==> config.mk <==
export PLATFORM = sky130hd
export DESIGN_NAME = rom_stream_verifier
export DESIGN_NICKNAME = d
export VERILOG_FILES = /design/src/rtl/rsv_pkg.sv /design/src/rtl/rsv_strobe_gen.sv /design/src/rtl/rsv_rom_model.sv /design/src/rtl/rsv_addr_ptr.sv /design/src/rtl/rsv_group_acc.sv /design/src/rtl/rom_stream_verifier.sv
export SDC_FILE = /design/constraint.sdc
export NUM_CORES = 1
export LEC_CHECK = 0
export BUFFER_PORTS_ARGS = -buffer_cell sky130_fd_sc_hd__buf_2
export CAP_MARGIN = 20
export CORE_ASPECT_RATIO = 0.9
export CORE_MARGIN = 2
export CORE_UTILIZATION = 54
export CTS_CLUSTER_SIZE = 40
export DETAILED_ROUTE_END_ITERATION = 8
export MAX_ROUTING_LAYER = met4
export PLACE_DENSITY = 0.75
export RECOVER_POWER = 100
export SYNTH_ARGS = -nofsm -noshare
export SYNTH_HDL_FRONTEND = slang
export SYNTH_SLANG_ARGS = --single-unit
export TNS_END_PERCENT = 10
==> constraint.sdc <==
create_clock -name clk -period 2.83 [get_ports clk]
set_input_delay 0 -clock clk [delete_from_list [all_inputs] [get_ports clk]]
set_output_delay 0 -clock clk [all_outputs]
set_load 0.02 [all_outputs]
==> src/rtl/rsv_pkg.sv <==
package rsv_pkg;

    // Behaviour of the address pointer at the top of the ROM.
    typedef enum logic {
        END_WRAP = 1'b0,
        END_HOLD = 1'b1
    } rsv_end_e;

    // Behavioural ROM contents: a value computed from the address.
    function automatic logic [31:0] rsv_rom_word(input logic [31:0] addr,
                                                 input logic [31:0] mult,
                                                 input logic [31:0] seed);
        logic [31:0] mix;
        mix = (addr * mult) + (addr >> 8);
        return {24'd0, mix[7:0]} ^ seed;
    endfunction

endpackage

==> src/rtl/rsv_strobe_gen.sv <==
// Finds each rising edge of the address-latch strobe and raises a one-cycle
// sample strobe SAMPLE_CYC clock edges after the edge that saw the rise.
module rsv_strobe_gen #(
    parameter int SAMPLE_CYC = 3
) (
    input  logic clk,
    input  logic rst_n,
    input  logic ale,
    output logic sample_stb
);
    localparam int CW = $clog2(SAMPLE_CYC + 1);

    typedef struct packed {
        logic          ale_seen;
        logic          pending;
        logic [CW-1:0] dly;
    } strobe_t;

    strobe_t st_d, st_q;

    always_comb begin
        st_d          = st_q;
        st_d.ale_seen = ale;
        sample_stb    = 1'b0;
        if (st_q.pending) begin
            // Any new rise while a sample is pending is ignored.
            if (st_q.dly == CW'(SAMPLE_CYC)) begin
                sample_stb   = 1'b1;
                st_d.pending = 1'b0;
                st_d.dly     = '0;
            end else begin
                st_d.dly = st_q.dly + 1'b1;
            end
        end else if (ale && !st_q.ale_seen) begin
            st_d.pending = 1'b1;
            st_d.dly     = CW'(1);
        end
    end

    always_ff @(posedge clk or negedge rst_n) begin
        if (!rst_n) begin
            st_q <= '0;
        end else begin
            st_q <= st_d;
        end
    end

endmodule

==> src/rtl/rsv_rom_model.sv <==
// Behavioural ROM: each word is computed from its address.
module rsv_rom_model #(
    parameter int          ADDR_W = 15,
    parameter int          DATA_W = 8,
    parameter logic [31:0] MULT   = 32'd37,
    parameter logic [31:0] SEED   = 32'h5A
) (
    input  logic [ADDR_W-1:0] addr,
    output logic [DATA_W-1:0] word
);
    logic [31:0] full;

    always_comb begin
        full = rsv_pkg::rsv_rom_word(32'(addr), MULT, SEED);
        word = full[DATA_W-1:0];
    end

endmodule

==> src/rtl/rsv_addr_ptr.sv <==
// Internal ROM address pointer; steps once per compare.
module rsv_addr_ptr #(
    parameter int               ROM_DEPTH = 32768,
    parameter int               ADDR_W    = 15,
    parameter rsv_pkg::rsv_end_e END_MODE  = rsv_pkg::END_WRAP
) (
    input  logic              clk,
    input  logic              rst_n,
    input  logic              step,
    output logic [ADDR_W-1:0] ptr
);
    localparam logic [ADDR_W-1:0] LAST = ADDR_W'(ROM_DEPTH - 1);

    typedef struct packed {
        logic [ADDR_W-1:0] addr;
    } ptr_t;

    ptr_t pt_d, pt_q;
    logic at_top;

    always_comb begin
        pt_d   = pt_q;
        at_top = (pt_q.addr == LAST);
        if (step) begin
            if (!at_top) begin
                pt_d.addr = pt_q.addr + 1'b1;
            end else if (END_MODE == rsv_pkg::END_WRAP) begin
                pt_d.addr = '0;
            end else begin
                pt_d.addr = LAST;
            end
        end
    end

    always_ff @(posedge clk or negedge rst_n) begin
        if (!rst_n) begin
            pt_q <= '0;
        end else begin
            pt_q <= pt_d;
        end
    end

    assign ptr = pt_q.addr;

endmodule

==> src/rtl/rsv_group_acc.sv <==
// Accumulates mismatches over one block and publishes the block verdict.
module rsv_group_acc #(
    parameter int GROUP_LEN = 16
) (
    input  logic clk,
    input  logic rst_n,
    input  logic sample_stb,
    input  logic mismatch,
    output logic grp_last,
    output logic verdict
);
    localparam int GW = $clog2(GROUP_LEN);

    typedef struct packed {
        logic          pass;
        logic          err;
        logic [GW-1:0] cnt;
    } acc_t;

    acc_t ac_d, ac_q;

    always_comb begin
        ac_d     = ac_q;
        grp_last = (ac_q.cnt == GW'(GROUP_LEN - 1));
        if (sample_stb) begin
            if (grp_last) begin
                ac_d.pass = !(ac_q.err || mismatch);
                ac_d.err  = 1'b0;
                ac_d.cnt  = '0;
            end else begin
                ac_d.err = ac_q.err || mismatch;
                ac_d.cnt = ac_q.cnt + 1'b1;
            end
        end
    end

    always_ff @(posedge clk or negedge rst_n) begin
        if (!rst_n) begin
            ac_q <= '{pass: 1'b1, err: 1'b0, cnt: '0};
        end else begin
            ac_q <= ac_d;
        end
    end

    assign verdict = ac_q.pass;

endmodule

==> src/rtl/rom_stream_verifier.sv <==
module rom_stream_verifier #(
    parameter int                ROM_DEPTH  = 32768,
    parameter int                DATA_W     = 8,
    parameter int                GROUP_LEN  = 16,
    parameter int                SAMPLE_CYC = 3,
    parameter rsv_pkg::rsv_end_e END_MODE   = rsv_pkg::END_WRAP,
    parameter logic [31:0]       ROM_MULT   = 32'd37,
    parameter logic [31:0]       ROM_SEED   = 32'h5A
) (
    input  logic              clk,
    input  logic              rst_n,
    input  logic              ale,
    input  logic [DATA_W-1:0] data_in,
    output logic              verdict
);
    localparam int ADDR_W = $clog2(ROM_DEPTH);

    logic              sample_stb;
    logic              mismatch;
    logic              grp_last;
    logic [ADDR_W-1:0] ptr;
    logic [DATA_W-1:0] rom_word;

    rsv_strobe_gen #(
        .SAMPLE_CYC(SAMPLE_CYC)
    ) u_strobe (
        .clk       (clk),
        .rst_n     (rst_n),
        .ale       (ale),
        .sample_stb(sample_stb)
    );

    rsv_addr_ptr #(
        .ROM_DEPTH(ROM_DEPTH),
        .ADDR_W   (ADDR_W),
        .END_MODE (END_MODE)
    ) u_ptr (
        .clk  (clk),
        .rst_n(rst_n),
        .step (sample_stb),
        .ptr  (ptr)
    );

    rsv_rom_model #(
        .ADDR_W(ADDR_W),
        .DATA_W(DATA_W),
        .MULT  (ROM_MULT),
        .SEED  (ROM_SEED)
    ) u_rom (
        .addr(ptr),
        .word(rom_word)
    );

    assign mismatch = sample_stb && (data_in != rom_word);

    rsv_group_acc #(
        .GROUP_LEN(GROUP_LEN)
    ) u_acc (
        .clk       (clk),
        .rst_n     (rst_n),
        .sample_stb(sample_stb),
        .mismatch  (mismatch),
        .grp_last  (grp_last),
        .verdict   (verdict)
    );

endmodule

-- Word-level counts from Yosys, hierarchy flattened
Index checks and enable logic that the tools add are counted.
- bits in registers: 25
- bits of input ports: 11
- output and inout port bits: 1
- add/subtract/negate cells: 4
- multipliers: 1
- equality and inequality tests: 4
- multiplexer cells: 8
- bitwise logic cells: 1
- reduce and logical (&&, ||, !) cells: 7
- operators by type and width (operator ; number):
    $add 15x1->15 const B ; 1
    $eq 15x15->1 const B ; 1
    $mul 15x6->8 const B ; 1
    $mux 15 ; 1
    $add 8x7->8 ; 1
    $ne 8x8->1 ; 1
    $mux 3 ; 2
    $mux 5 ; 1
    $add 4x1->4 const B ; 1
    $eq 4x4->1 const B ; 1
    $not 4->4 ; 1
    $mux 1 ; 3
    $add 2x1->2 const B ; 1
    $eq 2x2->1 const B ; 1
    $logic_and 1x1->1 ; 2
    $logic_not 1->1 ; 2
    $mux 2 ; 1
    $reduce_and 2->1 ; 1
    $reduce_bool 2->1 ; 1
    $logic_or 1x1->1 ; 1

-- Longest topological paths before layout
- depth after elaboration: 7
- depth in mapped cells: 12
- mapped depth without buffers: 12

-- Modules after synthesis
A second synthesis with hierarchy kept.
- cells, all modules: 179
- area total of the unflattened synthesis: 1916.8 um2
- by module, submodules not included (module ; times used ; cells an instance ; area an instance (um2) ; seq. area each (um2)):
    rsv_addr_ptr ; 1 ; 67 ; 777.0 ; 375.4
    rsv_rom_model ; 1 ; 65 ; 593.1 ; 0.0
    rsv_group_acc ; 1 ; 23 ; 289.0 ; 151.4
    rsv_strobe_gen ; 1 ; 13 ; 167.7 ; 100.1
    rom_stream_verifier ; 1 ; 11 ; 90.1 ; 0.0

-- Worst setup path after synthesis
Ideal clock, no wire load.
- path type: register to register
- start: register u_ptr.pt_q (netlist bit u_ptr.ptr[4])
- end: register u_acc.ac_q (netlist bit u_acc.verdict)
- data arrival time: 3.070 ns
- data required time: 2.769 ns
- setup slack: -0.301 ns
- stages on the path, launching flop included: 13
- cell sequence: dfrtp_1 > ha_1 > ha_1 > inv_1 > fa_1 > fa_1 > inv_1 > ha_1 > xnor2_1 > nand2b_1 > a21o_1 > a21oi_1 > a31o_1
- longest elaborated chain between the ends: 7
- ends and longest elaborated chain (what ; RTL line ; source):
    from (decl) ; rsv_addr_ptr.sv:18 ; ptr_t pt_d, pt_q;
    from (signal assigned) ; rsv_addr_ptr.sv:39 ; pt_q <= pt_d;
    $mul 15x6->8 (*) ; rsv_pkg.sv:14 ; mix = (addr * mult) + (addr >> 8);
    $add 8x7->8 (*) ; rsv_pkg.sv:14 ;
    $not 4->4 (no line) ; - ;
    $ne 8x8->1 (*) ; rom_stream_verifier.sv:54 ; assign mismatch = sample_stb && (data_in != rom_word);
    $logic_and 1x1->1 (*) ; rom_stream_verifier.sv:54 ;
    $logic_or 1x1->1 (*) ; rsv_group_acc.sv:27 ; ac_d.pass = !(ac_q.err || mismatch);
    $logic_not 1->1 (*) ; rsv_group_acc.sv:27 ;
    to (signal assigned) ; rsv_group_acc.sv:39 ; ac_q <= '{pass: 1'b1, err: 1'b0, cnt: '0};
    to (decl) ; rsv_group_acc.sv:20 ; acc_t ac_d, ac_q;
Every way passes the cells marked *; elsewhere a longest branch is shown, timed or not.
A chain may end at the register's enable or synchronous reset.

-- Final worst setup path
- start: register u_ptr.pt_q (netlist bit u_ptr.ptr[6])
- end: register u_acc.ac_q (netlist bit u_acc.verdict)
The elaborated chain is that of the path after synthesis.

==> impl_metrics.tcl <==
set metrics [dict create \
    status "finished, violations left" \
    violations "negative setup slack" \
    placed_area_mm2 0.00196 \
    cpMaxStageDelayCell "fa_1" \
    endpoint_kind "flop" \
    via_per_inst 5.64 \
    final_core_util_pct 65.2 \
    powerDensity_mw_per_mm2 698 \
    slew_viol_final 0 \
    routed_wl_mm 3.51 \
    drv_cap 0 \
    setup.worst_path.start "u_ptr.ptr[6]" \
    avgSynthCellArea_um2 10.1 \
    syn_inst 175 \
    crit_path_max_fanout 3 \
    worst-setup-path-type "flop to flop" \
    async_flop_share_pct 100 \
    cts_buffers 3 \
    hold_viol_final 0 \
    core_mm2 0.00309 \
    totalPowerFinal_mw 1.41 \
    dp.cells 236 \
    vias 1370 \
    worst_setup_path_start_kind "flop" \
    clk_path_buf_depth 2 \
    synth_top_area_cell "dfrtp_1" \
    r2r-start "u_ptr.ptr[6]" \
    whs_ns 0.162 \
    die_y_um 58.4 \
    yosys-top-cells-area "dfrtp_1, ha_1, xnor2_1" \
    fin_cells 243 \
    drc 0 \
    root_buffer "clkbuf_4" \
    wl_per_cell_um 14.4 \
    diodes 0 \
    fin_setup_tns_ns -0.309 \
    synth_top_area_share_pct 33.8 \
    r2r_end "u_acc.verdict" \
    synth_cell_type_count 29 \
    synth.cell_area_mm2 0.00178 \
    cts.sinks 25 \
    synth-seq-area-share_pct 35.3 \
    synth_most_common_cell "xnor2_1" \
    finalCriticalPeriod_ns 3.01 \
    fin_area_mm2 0.00201 \
    cts_tree "done" \
    clk_latency_ns 0.33 \
    yosys_warnings 0 \
    syn2layout_area_growth_pct 13.5 \
    grt_pass1_vias 1424 \
    crit_chain "ha_1 > ha_1 > inv_2 > fa_1 > fa_1 > inv_2 > ha_4 > xnor2_2 > nand2b_1 > a21o_1 > a21oi_2 > a31o_1" \
    clock-skew-final_ns 0.0112 \
    htreeDepth 1 \
    gp_congestion 0.829 \
    syn_nets 214 \
    die_x_um 64.4 \
    hp-class "input port to flop" \
    synth_edf_count 0 \
    regToRegSetupSlack_ns -0.18 \
    rows 19 \
    drt_iter0_drc 62 \
    max_stage_delay_ns 0.51 \
    min_from "data_in[2]" \
    timing.final.crit_share_pct 106 \
    layout-drive-gt1-share_pct 14.9 \
    slew_headroom_pct 10.1 \
    final_nets 241 \
    endpoint "u_acc.verdict" \
    crit_required_ns 3.10 \
    clkSlewWorstSetupHoldPaths_ns 0.15 \
    start_util_pct 57.4 \
    yosys_most_used_dff "dfrtp_1" \
    post-place-ws_ns -0.133 \
    grt_max_degree 26 \
    fin_ws_ns -0.178 \
    tightest_slew_ns 1.35 \
    timing.fmax_mhz 332 \
    dpl.hpwl_mm 2.92 \
    antenna_found_initial 0 \
    yosys-top-cells-count "xnor2_1, dfrtp_1, ha_1, nand2_1, o21ai_0" \
    numPortBuffers 11 \
    firstDrtPassIters 4 \
    setup_viol 2 \
    io_pins 12 \
    gr-usage-all-layers_pct 22.7 \
    grt_pass1_wl_mm 6.42 \
    ant_nets 0 \
    critPathArrivalTime_ns 3.28 \
    grt.overflow.total 0 \
    irDropWorstVdd_uv 355 \
    die_area_mm2 0.00376 \
    rsz0062_at_grt "yes" \
    rr_worst_depth 12 \
    ys_ff_latch 25 \
    p_leak_nw 0.915 \
]
==> routing by layer <==
layer	share of wire [%]	vias to the layer above	track usage [%]
met5	0	-	-
met4	1.1	0	4.26
met3	2.6	6	4.40
met2	52	25	39.1
met1	45	672	28.5
li1	-	667	-
==> critical path: cells and delay by family (launching register included) <==
| kind | cells | cell delay [ns] |
|---|---|---|
| adder cells (fa/ha/maj) | 5 | 1.83 |
| AO/OA/AOI/OAI | 3 | 0.43 |
| XOR/XNOR | 1 | 0.12 |
| flip-flops | 1 | 0.41 |
| AND/OR/NAND/NOR | 1 | 0.08 |
| buffers and inverters | 2 | 0.09 |
==> power breakdown <==
| part | switching (mW) | internal (mW) | total (mW) |
|---|---|---|---|
| clock network | 0.113 | 0.0541 | 0.167 |
| registers | 0.0771 | 0.431 | 0.508 |
| logic | 0.381 | 0.349 | 0.730 |
==> worst min-delay path by stage <==
stage	endpoint	slack, ns	cells past startpoint
after detailed placement	u_strobe.st_q[3]	0.03	1
after global placement	u_strobe.st_q[3]	0.009	1
after global routing	u_acc.verdict	0.19	5
after floorplan	u_acc.ac_q[0]	-0.30	0
final	u_acc.verdict	0.16	5
after CTS	u_acc.verdict	0.17	5
==> state kept, by name (all words and copies together) (netlist names) <==
signal / flops
u_ptr.ptr: 15
u_strobe.st_q: 4
u_acc.ac_q: 5
u_acc.verdict: 1
==> what timing repair did <==
action                     in CTS  in global routing
gates resized for setup         1                  3
setup endpoints to repair       2                  2
hold endpoints to repair       27                  0
hold buffers                    2                  0
setup buffers                   0                  1
==> cell families after synthesis <==
group,synth area share (%)
AOI/OAI and AO/OA,8.95
adders and majority gates,21.8
buffers and inverters,1.90
and+or+nand+nor,17.2
DFF,35.3
xor gates and xnor gates,14.8
==> layout by cell type, fill, tap and decap left out, drive strengths merged, types with 5 or more instances in the layout <==
| cell | instances |
|---|---|
| nand3 | 8 |
| nand4 | 8 |
| ha | 23 |
| a21o | 5 |
| a21oi | 9 |
| inv | 7 |
| fa | 5 |
| nand2 | 16 |
| xnor2 | 26 |
| clkbuf | 7 |
| nor2 | 7 |
| dfrtp | 24 |
| buf | 17 |
| nor3 | 5 |
| o21ai | 11 |
==> cell type report <==
cell class | count | area (um2)
sequential | 25 | 627
clock inverter | 1 | 7.51
inverter | 7 | 26.3
tap | 42 | 52.6
timing repair buffer | 23 | 143
clock buffer | 3 | 22.5
multi-input combinational | 142 | 1140
fill | 251 | 1080
(Power assumes the default switching activity.)
